### src/rtl/evc_pkg.sv
package evc_pkg;
    localparam int CNT_W = 3;
    localparam int STEP  = 2;

    typedef struct packed {
        logic top;
        logic mid;
        logic low;
    } cnt_t;

    typedef struct packed {
        logic d_low;
        logic s_mid;
        logic r_mid;
        logic j_top;
        logic k_top;
    } exc_t;

    function automatic exc_t derive_exc(input cnt_t cur, input logic enable);
        exc_t e;
        e.d_low = 1'b0;
        e.s_mid = enable & ~cur.mid;
        e.r_mid = enable &  cur.mid;
        e.j_top = enable &  cur.mid;
        e.k_top = enable &  cur.mid;
        return e;
    endfunction
endpackage

### src/rtl/evc_excite.sv
module evc_excite
    import evc_pkg::*;
(
    input  cnt_t cur,
    input  logic enable,
    output exc_t exc
);
    always_comb exc = derive_exc(cur, enable);
endmodule

### src/rtl/evc_dff.sv
module evc_dff (
    input  logic clk,
    input  logic rst,
    input  logic ld,
    input  logic ld_d,
    input  logic d,
    output logic q
);
    always_ff @(posedge clk) begin
        if (rst)     q <= 1'b0;
        else if (ld) q <= ld_d;
        else         q <= d;
    end
endmodule

### src/rtl/evc_srff.sv
module evc_srff (
    input  logic clk,
    input  logic rst,
    input  logic ld,
    input  logic ld_d,
    input  logic s,
    input  logic r,
    output logic q
);
    always_ff @(posedge clk) begin
        if (rst)     q <= 1'b0;
        else if (ld) q <= ld_d;
        else begin
            case ({s, r})
                2'b10:   q <= 1'b1;
                2'b01:   q <= 1'b0;
                default: q <= q;
            endcase
        end
    end

    // set and reset are never requested together
    a_r5_sr_exclusive: assert property (@(posedge clk) disable iff (rst)
        !(s && r));
endmodule

### src/rtl/evc_jkff.sv
module evc_jkff (
    input  logic clk,
    input  logic rst,
    input  logic ld,
    input  logic ld_d,
    input  logic j,
    input  logic k,
    output logic q
);
    always_ff @(posedge clk) begin
        if (rst)     q <= 1'b0;
        else if (ld) q <= ld_d;
        else begin
            case ({j, k})
                2'b10:   q <= 1'b1;
                2'b01:   q <= 1'b0;
                2'b11:   q <= ~q;
                default: q <= q;
            endcase
        end
    end
endmodule

### src/rtl/evenstep_counter.sv
module evenstep_counter
    import evc_pkg::*;
(
    input  logic             clk,
    input  logic             rst,
    input  logic             en,
    input  logic             preset_en,
    input  logic [CNT_W-1:0] preset_val,
    output logic [CNT_W-1:0] count,
    output logic             d_low,
    output logic             s_mid,
    output logic             r_mid,
    output logic             j_top,
    output logic             k_top
);
    cnt_t st;
    cnt_t pre;
    exc_t exc;

    assign pre = cnt_t'(preset_val);

    evc_excite u_excite (
        .cur    (st),
        .enable (en),
        .exc    (exc)
    );

    evc_dff u_low (
        .clk  (clk),
        .rst  (rst),
        .ld   (preset_en),
        .ld_d (pre.low),
        .d    (exc.d_low),
        .q    (st.low)
    );

    evc_srff u_mid (
        .clk  (clk),
        .rst  (rst),
        .ld   (preset_en),
        .ld_d (pre.mid),
        .s    (exc.s_mid),
        .r    (exc.r_mid),
        .q    (st.mid)
    );

    evc_jkff u_top (
        .clk  (clk),
        .rst  (rst),
        .ld   (preset_en),
        .ld_d (pre.top),
        .j    (exc.j_top),
        .k    (exc.k_top),
        .q    (st.top)
    );

    assign count = st;
    assign d_low = exc.d_low;
    assign s_mid = exc.s_mid;
    assign r_mid = exc.r_mid;
    assign j_top = exc.j_top;
    assign k_top = exc.k_top;

    // reset clears the count at the next edge
    a_r1_reset_clears: assert property (@(posedge clk)
        rst |=> count == '0);

    // enabled step from an even code advances by STEP
    a_r2_step_by_two: assert property (@(posedge clk) disable iff (rst)
        (en && !preset_en && !count[0]) |=> count == CNT_W'($past(count) + CNT_W'(STEP)));

    // disabled counter holds an even code
    a_r4_hold: assert property (@(posedge clk) disable iff (rst)
        (!en && !preset_en && !count[0]) |=> $stable(count));

    // bit 0 is cleared after any edge without a preset
    a_r6_odd_recovers: assert property (@(posedge clk) disable iff (rst)
        !preset_en |=> !count[0]);

    // preset loads its value
    a_r7_preset_loads: assert property (@(posedge clk) disable iff (rst)
        preset_en |=> count == $past(preset_val));
endmodule

### config.mk
export PLATFORM = sky130hd
export DESIGN_NAME = evenstep_counter
export DESIGN_NICKNAME = d
export VERILOG_FILES = /design/src/rtl/evc_pkg.sv /design/src/rtl/evc_excite.sv /design/src/rtl/evc_dff.sv /design/src/rtl/evc_srff.sv /design/src/rtl/evc_jkff.sv /design/src/rtl/evenstep_counter.sv
export SDC_FILE = /design/constraint.sdc
export NUM_CORES = 1
export LEC_CHECK = 0
export BUFFER_PORTS_ARGS = -buffer_cell sky130_fd_sc_hd__buf_2
export CORE_AREA = 5 5 42 44
export CTS_BUF_LIST = sky130_fd_sc_hd__clkbuf_4
export DETAILED_ROUTE_END_ITERATION = 10
export DIE_AREA = 0 0 47 49
export GPL_TIMING_DRIVEN = 0
export PLACE_DENSITY = 0.47
export SYNTH_ARGS = -nofsm -noshare
export SYNTH_HDL_FRONTEND = slang
export SYNTH_SLANG_ARGS = --single-unit
### constraint.sdc
create_clock -name clk -period 1.15 [get_ports clk]
set_input_delay 0.0575 -clock clk [delete_from_list [all_inputs] [get_ports clk]]
set_output_delay 0.0575 -clock clk [all_outputs]
set_load 0.005 [all_outputs]
==> results_dict.tcl <==
set metrics [dict create \
    status "complete, no violations" \
    synth_top_area_share_pct 31.6 \
    finish.utilization_pct 22.0 \
    ff2ff_setup_slack_ns 0.27 \
    final_cell_count_no_fill 54 \
    root_buffer "clkbuf_4" \
    h-tree-depth 1 \
    wl_per_cell_um 7.69 \
    io_pins 15 \
    portBuffers 13 \
    cts_buffers 3 \
    regArea_sq_um 60.1 \
    placed_cells 50 \
    finClkSkew_ns 0.000656 \
    clkLatencyLatePin_ns 0.23 \
    r2r-end "u_top.q" \
    rsz0062_at_grt "false" \
    syn_area_sq_um 190 \
    period_needed_ns 1.07 \
    yosysWarningCount 0 \
    reg2reg_depth 2 \
    drt_pass1_iterations 2 \
    setup_viol 0 \
    grtUsageTotal_pct 4.64 \
    start_util_pct 13.6 \
    drive_gt1_share_pct 65.8 \
    grt_pass1_vias 166 \
    r2r-start "u_mid.q" \
    drv_cap 0 \
    holdWs_ns 0.0292 \
    finalSetupTns_ns 0 \
    syn_nets 28 \
    end_kind "output pin" \
    hold_class "in -> reg" \
    grt_max_degree 6 \
    wirelength_um 415 \
    crit_fanout 5 \
    antenna_found_initial 0 \
    vdd_drop_max_v 0.000560 \
    criticalPathCategory "reg -> out" \
    die-area_sq_mm 0.00230 \
    die_x_um 47 \
    worst_ep_arrival_time_ns 1.01 \
    hold_depth 2 \
    layout_common_cells "buf_2, buf_4, nor2b_1, clkbuf_4, dfxtp_1" \
    finalHoldViolCount 0 \
    cts_tree "done" \
    synth.avg_cell_area_sq_um 9.06 \
    cts.sinks 3 \
    fillers 166 \
    die_h_um 49 \
    min_from "rst" \
    final_common_cell "buf_2" \
    start_kind "flip-flop" \
    p_leak_nw 0.162 \
    drtAntennaViolNets 0 \
    fin_crit_sh_pct 92.8 \
    final_nets 46 \
    drt_iter0_drc 4 \
    antenna_cells 0 \
    worstPathRequired_ns 1.09 \
    synth.ff_latch_count 3 \
    synth_largest_area_cell "dfxtp_1" \
    crit_start "u_mid.q" \
    drcViolationCount 0 \
    core_sq_mm 0.00140 \
    synthTopCellsByArea "dfxtp_1, buf_4, nor2b_1" \
    p_total_mw 0.399 \
    viasPerCell 3.33 \
    grt-ovfl-total 0 \
    grt_pass1_wl_um 690 \
    hold_end "u_top.q" \
    clk_path_buf_depth 2 \
    cts_setup_buffers 0 \
    syn2layout_area_growth_pct 61.8 \
    max_freq_mhz 937 \
    path_clk_slew_ns 0.04 \
    seq_area_frac_synth_pct 31.6 \
    synthCells 21 \
    vias 180 \
    multi_input_area_sq_um 83.8 \
    std_cell_rows 14 \
    place_congestion 0.638 \
    p_per_area_mw_per_mm2 1290 \
    synth.distinct_cells 10 \
    report.final.slew_viol_count 0 \
]
-- cells by family after synthesis --
family | after synthesis | synth area share, %
buf+inv | 7 | 25.7
simple gates | 6 | 20.4
compound gates | 3 | 15.8
flops | 3 | 31.6
xor+xnor | 1 | 4.61
other cells | 1 | 1.97
-- cell type report --
cell class	instances	share of cell area, %
buffer	6	14.6
clock buffer	4	9.76
inverter	1	1.22
multi-input combinational	11	27.2
sequential	3	19.5
tap	16	6.50
timing repair buffer	13	21.1
-- routing by layer --
layer | routed length (um) | track usage [%] | vias to the layer above | part of all wire (%)
met5 | 0 | 0 | - | 0
met4 | 0 | 2.76 | 0 | 0
met3 | 71 | 5.90 | 0 | 17
met2 | 173 | 4.30 | 12 | 42
met1 | 171 | 5.48 | 73 | 41
li1 | - | - | 95 | -
-- how the worst max path moves through the flow --
stage | endpoint
finish | k_top
global route | k_top
CTS | k_top
detailed placement | u_top.q
global placement | u_top.q
floorplan | u_top.q
-- critical path: stages, from the launching register on --
cell,delay [ns]
dfxtp_1,0.39
and2_4,0.19
buf_4,0.10
buf_2,0.09
-- metrics by stage --
stage	cell area, sq um	setup slack [ns]
finish	308	0.0827
global route	308	0.0192
CTS	308	0.0594
detailed placement	275	0.228
global placement	275	0.220
floorplan	190	0.268
-- cells in the mapped netlist, drive strengths merged --
| cell | instances |
|---|---|
| and2 | 1 |
| dfxtp | 3 |
| conb | 1 |
| xnor2 | 1 |
| inv | 1 |
| nor3b | 1 |
| a211oi | 2 |
| a2111oi | 1 |
| nor2b | 4 |
| buf | 6 |
-- flip-flops by register name, summed over array words and instances (netlist names) --
signal,cells
u_low.q,1
u_mid.q,1
u_top.q,1
-- report_power, final --
part | internal [mW] | switching, mW
combinational | 0.0471 | 0.0270
clock | 0.153 | 0.0527
sequential | 0.112 | 0.00624
total | 0.313 | 0.0859
-- repair_timing --
item | 4_1_cts | 5_1_grt
setup endpoints to repair | 2 | 0
hold buffers | 0 | 0
resized for setup | 1 | 0
(Power assumes the default switching activity.)
